[config.mk]
export PLATFORM = sky130hd
export DESIGN_NAME = sar_pwr_seq
export DESIGN_NICKNAME = d
export VERILOG_FILES = /design/src/rtl/sar_pwr_seq.sv
export SDC_FILE = /design/constraint.sdc
export NUM_CORES = 1
export LEC_CHECK = 0
export ABC_CLOCK_PERIOD_IN_PS = 6500
export BUFFER_PORTS_ARGS = -buffer_cell sky130_fd_sc_hd__buf_2
export CORE_MARGIN = 3
export CORE_UTILIZATION = 45
export DETAILED_ROUTE_END_ITERATION = 8
export GPL_TIMING_DRIVEN = 0
export SLEW_MARGIN = 20
export SYNTH_ARGS = -nofsm -noshare
export SYNTH_HDL_FRONTEND = slang
export SYNTH_SLANG_ARGS = --single-unit
[constraint.sdc]
create_clock -name clk -period 6.5 [get_ports clk]
set_input_delay 1.3 -clock clk [delete_from_list [all_inputs] [get_ports clk]]
set_output_delay 1.3 -clock clk [all_outputs]
set_load 0.01 [all_outputs]
[src/rtl/sar_pwr_seq.sv]
module sar_pwr_seq #(
  parameter int CLK_MHZ      = 100,
  parameter int DIV          = 4,
  parameter int PART_WAKE_NS = 200,
  parameter int FULL_WAKE_US = 6000,
  parameter int QUIET_NS     = 40
) (
  input  logic        clk,
  input  logic        rst_n,
  input  logic        req_valid,
  input  logic [1:0]  req_op,
  input  logic        sdata_a,
  input  logic        sdata_b,
  output logic        cs_n,
  output logic        sclk,
  output logic        busy,
  output logic        ready,
  output logic        err,
  output logic [1:0]  mode,
  output logic [13:0] res_a,
  output logic [13:0] res_b,
  output logic        res_valid
);
  localparam int PART_CYC    = (CLK_MHZ * PART_WAKE_NS + 999) / 1000;
  localparam int FULL_CYC    = CLK_MHZ * FULL_WAKE_US;
  localparam int QUIET_CYC   = (CLK_MHZ * QUIET_NS + 999) / 1000;
  localparam int LONG_EDGES  = 16;
  localparam int SHORT_EDGES = 4;
  localparam int WW = $clog2(FULL_CYC + 1);
  localparam int QW = $clog2(QUIET_CYC + 2);
  localparam int PW = $clog2(DIV);
  localparam int SW = $clog2(LONG_EDGES + 1);
  localparam logic [WW-1:0] PART_W  = WW'(PART_CYC);
  localparam logic [WW-1:0] FULL_W  = WW'(FULL_CYC);
  localparam logic [QW-1:0] QUIET_W = QW'(QUIET_CYC);

  localparam logic [1:0] M_NORM = 2'd0, M_PART = 2'd1, M_FULL = 2'd2, M_UNK = 2'd3;
  localparam logic [1:0] OP_CONV = 2'd0, OP_NORM = 2'd1, OP_PART = 2'd2;

  typedef enum logic [1:0] {S_IDLE, S_FRAME, S_GAP} st_t;

  st_t            st;
  logic [1:0]     mode_q, tgt;
  logic           is_long, is_conv;
  logic [PW-1:0]  ph, ph_n;
  logic [SW-1:0]  slot, slot_n, last_slot;
  logic [WW-1:0]  wake;
  logic [QW-1:0]  quiet;
  logic [13:0]    sh_a, sh_b;
  logic           cs_q, sclk_q, err_q, rv_q;

  logic ph_wrap, sclk_d, frame_end, rise_now;
  logic accept, need_step, conv_ok, conv_bad, step_long;
  logic [1:0] req_mode;

  assign last_slot = is_long ? SW'(LONG_EDGES) : SW'(SHORT_EDGES);
  assign ph_wrap   = (ph == PW'(DIV - 1));
  assign ph_n      = ph_wrap ? '0 : ph + 1'b1;
  assign slot_n    = ph_wrap ? slot + 1'b1 : slot;
  assign sclk_d    = !((slot_n != '0) && (ph_n < PW'(DIV / 2)));
  assign frame_end = (st == S_FRAME) && ph_wrap && (slot == last_slot);
  assign rise_now  = (st == S_FRAME) && (slot != '0) && (ph == PW'(DIV / 2 - 1));

  assign need_step = (st == S_IDLE) && (mode_q != tgt);
  assign accept    = (st == S_IDLE) && (mode_q == tgt) && req_valid;
  assign conv_ok   = accept && (req_op == OP_CONV) && (mode_q == M_NORM);
  assign conv_bad  = accept && (req_op == OP_CONV) && (mode_q != M_NORM);
  assign step_long = (tgt == M_NORM) || (mode_q == M_FULL) || (mode_q == M_UNK);
  assign req_mode  = (req_op == OP_NORM) ? M_NORM : (req_op == OP_PART) ? M_PART : M_FULL;

  always_ff @(posedge clk or negedge rst_n) begin
    if (!rst_n) begin
      st      <= S_GAP;
      mode_q  <= M_UNK;
      tgt     <= M_NORM;
      is_long <= 1'b0;
      is_conv <= 1'b0;
      ph      <= '0;
      slot    <= '0;
      wake    <= '0;
      quiet   <= '0;
      sh_a    <= '0;
      sh_b    <= '0;
      cs_q    <= 1'b1;
      sclk_q  <= 1'b1;
      err_q   <= 1'b0;
      rv_q    <= 1'b0;
      res_a   <= '0;
      res_b   <= '0;
    end else begin
      err_q <= conv_bad;
      rv_q  <= 1'b0;
      if (wake != '0) wake <= wake - 1'b1;
      case (st)
        S_IDLE: begin
          if (need_step || conv_ok) begin
            st      <= S_FRAME;
            cs_q    <= 1'b0;
            sclk_q  <= 1'b1;
            ph      <= '0;
            slot    <= '0;
            is_conv <= conv_ok;
            is_long <= conv_ok || step_long;
            if (need_step && step_long)
              wake <= (mode_q == M_PART) ? PART_W : FULL_W;
          end else if (accept && req_op != OP_CONV) begin
            tgt <= req_mode;
          end
        end
        S_FRAME: begin
          ph     <= ph_n;
          slot   <= slot_n;
          sclk_q <= sclk_d;
          if (rise_now) begin
            sh_a <= {sh_a[12:0], sdata_a};
            sh_b <= {sh_b[12:0], sdata_b};
          end
          if (frame_end) begin
            st     <= S_GAP;
            cs_q   <= 1'b1;
            sclk_q <= 1'b1;
            quiet  <= QUIET_W;
            if (is_conv) begin
              res_a <= sh_a;
              res_b <= sh_b;
              rv_q  <= 1'b1;
            end else if (is_long) begin
              mode_q <= M_NORM;
            end else begin
              mode_q <= (mode_q == M_NORM) ? M_PART : M_FULL;
            end
          end
        end
        default: begin
          if (quiet != '0) quiet <= quiet - 1'b1;
          else if (wake == '0) st <= S_IDLE;
        end
      endcase
    end
  end

  assign cs_n      = cs_q;
  assign sclk      = sclk_q;
  assign err       = err_q;
  assign res_valid = rv_q;
  assign mode      = mode_q;
  assign busy      = (st != S_IDLE) || (mode_q != tgt);
  assign ready     = !busy && (mode_q == M_NORM);
endmodule

# --- After elaboration in Yosys (flattened, before gate mapping) ---
# Cells that the tools add are included.
word_totals:
  ff_bits: 98
  input_bits: 7
  out_inout_bits: 36
  wordCells: 117
classes:
  add_sub_neg: 4
  n_lt_le_gt_ge: 1
  eq_ne: 14
  muxes: 33
  bitwise_logic: 3
  reduce_logical: 45
op_table:
  columns: ["op", "count"]
  rows:
  - ["2-to-1 mux 20 bit", 5]
  - ["logical NOT 20 bit", 1]
  - ["2-to-1 mux 2 bit", 10]
  - ["nonzero test 20 bit", 1]
  - ["subtractor 20 x 1 -> 20 bit, second input constant", 1]
  - ["2-to-1 mux 5 bit", 3]
  - ["AND reduction 3 bit", 5]
  - ["logical AND 1 bit", 14]
  - ["one-hot mux 5 bit (2 select lines)", 1]
  - ["nonzero test 2 bit", 5]
  - ["nonzero test 5 bit", 2]
  - ["== test 2 x 1 -> 1 bit, second input constant", 4]
  - ["== test 2 bit, second input constant", 4]
  - ["logical NOT 2 bit", 4]
  - ["one-hot mux 2 bit (2 select lines)", 2]
  - ["2-to-1 mux 1 bit", 7]
  - ["2-to-1 mux 3 bit", 2]
  - ["one-hot mux 3 bit (2 select lines)", 1]
  - ["AND reduction 2 bit", 3]
  - ["nonzero test 3 bit", 2]
  - ["adder 5 x 1 -> 5 bit, second input constant", 1]
  - ["== test 5 bit", 1]
  - ["logical OR 1 bit", 5]
  - ["one-hot mux 1 bit (2 select lines)", 2]
  - ["11 further kinds", 14]

# --- Longest topological paths before layout ---
depth:
  ltp_word: 8
  ltp_mapped: 8
  ltp_nobuf: 7

# --- Worst setup path after synthesis ---
# Ideal clock, no wire load.
synth_timing:
  path_kind: "input to register"
  from: "input port req_op[0]"
  to: "register slot[0]"
  setup_ns: 0.125
  t_arrival_ns: 2.303
  required_time_ns: 6.375
  setup_slack_ns: 4.073
  path_stages: 6
  path_buffers: 0
  cell_sequence: "inv_1 > ha_1 > nand3_1 > a31o_2 > a21o_1 > mux2_2"
synth_via:
  elab_chain_len: 6
synth_rtl:
  columns: ["item", "line_no", "source"]
  rows:
  - ["start, declared", "11", "input logic [1:0] req_op,"]
  - ["logical NOT 2 bit", "66", "assign conv_ok = accept && (req_op == OP_CONV) && (mode_q == M_NORM);"]
  - ["logical AND 1 bit (2 in a row)", "66", null]
  - ["logical OR 1 bit", "96", "if (need_step || conv_ok) begin"]
  - ["inequality test 2 x 1 -> 1 bit (no source line)", null, null]
  - ["AND reduction 2 bit (no source line)", null, null]
  - ["end signal, assigned", "112", "slot <= slot_n;"]
  - ["end, declared", "46", "logic [SW-1:0] slot, slot_n, last_slot;"]
# No other way between the ends.
# A chain may end at the register's enable or synchronous reset.

# --- Worst setup path in the final report ---
layout_timing:
  from: "register mode_q[0] (netlist: mode[0])"
  to: "output port busy"
layout_via:
  elab_chain_len: 2
layout_rtl:
  columns: ["item", "line_no", "source"]
  rows:
  - ["start, declared", "43", "logic [1:0] mode_q, tgt;"]
  - ["start signal, assigned", "130", "mode_q <= (mode_q == M_NORM) ? M_PART : M_FULL;"]
  - ["inequality test 2 bit", "147", "assign busy = (st != S_IDLE) || (mode_q != tgt);"]
  - ["logical OR 1 bit", "147", null]
  - ["end, declared", "16", "output logic busy,"]
# No other way between the ends.

==> results.md <==
* Total Routing Usage GR at approximately 15%
* Top Ports at 43
* Maximum clock frequency at around 340 MHz
* Max Cap Violations at 0
* Global-route wire length before repair at ~14,000 µm
* Setup WS pre-CTS at approximately 3.8 ns
* Final setup vio count at 0
* Initial core utilization at a little under half
* Final Hold Fails at 0
* Worst Path Arrival at about 1.6 ns
* DR vias at between 2,000 and 3,000
* Layout cell share with drive strength beyond 1 at ~34%
* Hpwl dp at approximately 5500 µm
* Initial antenna violation count at 0
* Lkg Pwr at between 2 and 3 nW
* Async SR Flop Fraction at 100%
* Initial DRC count at 67
* RSZ-0062 raised after global routing: false
* M2 GR Usage at between 20% and 30%
* Rel. slew slack at about 33%
* Total gr overflow at 0
* Final WL at 7760 µm
* Top_reg_cell synth: dfrtp_1
* Cell Area, Synth at roughly 4500 µm²
* Post-synth cell types at 56
* Row count at 35
* Critical Path Sink Type: output port
* H-tree Lvls at 3
* Final ANT Viol Nets at 0
* Fin crit share at around 45%
* Pwr per Cell Area at about 220 nW/µm²
* Die Span Y at 106 µm
* Worst-Skew Late Latency at around 0.36 ns
* Mapped Avg Cell Area at about 13 µm²
* Status: finished clean
* Final net count at 427
* Max Buffers Root-to-Sink at 2
* CP Max Fanout at 7
* Per-cell routed wire length at 14.3 µm
* CP startpoint kind: flop
* Clock Skew at ~0.012 ns
* Pre-antenna DRT Iters at 6
* Routability cong. at about 0.78
* Hold_buf cts at 0
* Syn_nets at 373
* VDD IR max at about 120 µV
* # DRC at 0
* GR Util met3 at 3.86%
* Root Buffer: clkbuf_8
* Port bufs at between 40 and 50
* Busiest grt layer: met2
* Layout area overhead at 14.4%
* Post-CTS Resized at 0
* Placed instance count at ~530
* Pin count of the biggest net entering global routing at 60
* YS warnings at 0
* Met1 GRT Util at around a fifth
* Clock sink count at 98
* Hold Path Class: flop to flop
* Number of global-route vias before repair at approximately 2,900
* Final Critical Period at 2.92 ns
* Die ar. at 11,100 µm²
* Drt via density at between 5 and 6
* Core footprint at between 9000 and 10,000 µm²
* Synth Register Bits at 98
* Clk slew on worst S/H paths at around 0.090 ns
* CTS tree: built
* Worst Tran Pin Value at 1.00 ns
* EDFF count, synth at 0
* Setup ws final at 3.58 ns
* Total CTS buffers at 9
* Sequential share of the synthesized area at 55.1%
* Critical Path RT at roughly 5.2 ns
* Setup CP Type: flop to output port
* Post-Synthesis Cells at 356
* Non-Filler Instances at about 540
* Slew Viols, Final at 0
* Fillers at 837
* N_diodes at 0
* Die Wd at approximately 110 µm
* TNS Setup at 0 ns
* Setup bufs post-CTS at 0
-- state kept, by name (all words and copies together) (netlist names) --
signal,flops
wake,20
mode,2
cs_n,1
sh_b,14
tgt,2
is_long,1
res_a,14
err,1
res_b,14
ph,2
sclk,1
sh_a,14
is_conv,1
st,2
slot,5
res_valid,1
quiet,3
-- metal layers --
metal | share of wire (%) | routed length, µm
met2 | 48 | 3750
met3 | 3.1 | 238
met5 | 0 | 0
met1 | 47 | 3680
met4 | 1.3 | 99
-- cell usage after synthesis (all sizes together) (2+ instances only) --
cell type	instances	area share, %
dfrtp	93	52
mux2	59	16
nand2	21	1.8
o21ai	19	2.1
nor2	17	1.5
inv	16	1.3
nor3	12	1.6
ha	10	2.8
xnor2	10	2.0
xor2	10	2.0
a21oi	7	0.78
buf	7	1.4
nand2b	6	0.84
or3	6	0.84
dfstp	5	2.9
clkbuf	4	0.34
nand3	4	0.45
nand3b	4	0.67
nor4	4	0.84
or4	4	0.84
a21o	3	0.50
a31oi	3	0.42
nor2b	3	0.42
o211ai	3	0.50
and3	2	0.28
nand4	2	0.28
nor4b	2	0.67
o21a	2	0.34
-- per-stage QoR --
| step | hold WS, ns | power, mW | utilization [%] | instance area, µm² |
|---|---|---|---|---|
| 5_1_grt | 0.495 | 1.15 | 54.0 | 5100 |
| 4_1_cts | 0.475 | 1.13 | 54.0 | 5100 |
| 2_1_floorplan | 0.442 | 0.639 | - | 4460 |
| 6_report | 0.467 | 1.11 | 54.0 | 5100 |
| 3_3_place_gp | 0.452 | 0.655 | 51.1 | 4830 |
| 3_5_place_dp | 0.457 | 0.659 | 51.5 | 4870 |
-- area by class of cell --
| class | instances | area [µm²] | share of cell area, % |
|---|---|---|---|
| clock inverters | 6 | 113 | 2.21 |
| plain buffers | 11 | 76.3 | 1.50 |
| well taps | 129 | 161 | 3.16 |
| inverters | 16 | 60.1 | 1.18 |
| multi-input cells | 231 | 1870 | 36.6 |
| repair buffers | 43 | 244 | 4.78 |
| clock buffers | 9 | 124 | 2.43 |
| flip-flops and latches | 98 | 2460 | 48.2 |
-- cell usage in the layout (no fill, tap or decap), types with 5 or more instances in the layout --
cell type / netlist / routed
nor2_1: 16 / 16
dfrtp_1: 93 / 93
mux2_4: 9 / 9
dfstp_2: 5 / 5
buf_6: 4 / 5
ha_1: 10 / 10
xor2_1: 10 / 10
mux2_2: 50 / 50
inv_1: 16 / 16
xnor2_1: 10 / 10
or3_1: 6 / 6
buf_2: 1 / 42
nor3_1: 10 / 10
o21ai_0: 16 / 16
a21oi_1: 7 / 7
clkbuf_8: 0 / 9
nand2b_1: 6 / 6
nand2_1: 20 / 20
-- kinds of logic after synthesis --
logic type	count (synthesis)	share of synthesized area, %
flip-flops	98	55.1
AND/OR/NAND/NOR	92	11.9
multiplexers	59	15.6
AO/OA/AOI/OAI	50	7.57
buffers and inverters	27	3.06
XOR/XNOR	20	3.92
adder cells (fa/ha/maj)	10	2.80
-- power by group --
| part | total (mW) | internal, mW | switching (mW) |
|---|---|---|---|
| Sequential | 0.621 | 0.616 | 0.00493 |
| Clock | 0.462 | 0.256 | 0.206 |
| Combinational | 0.0239 | 0.00930 | 0.0146 |
-- worst max-delay path, stage by stage, from the launching register on --
cell     delay, ns
dfstp_2       0.61
xnor2_1       0.17
and2_1        0.24
nand2_1       0.09
buf_2         0.16
-- path summary, 6_finish.rpt --
check                      startpoint       end  slack [ns]  depth (start not counted)
max                           mode[0]      busy        3.58                          4
min                              sclk      sclk        0.47                          2
max reg2reg                   wake[0]  wake[10]        3.97                          7
min reg2reg                      sclk      sclk        0.47                          2
max in group asynchronous       rst_n  quiet[0]        5.06                          2
min in group asynchronous       rst_n  wake[10]        0.84                          1
Note: power is estimated with default switching activity, not from simulation.
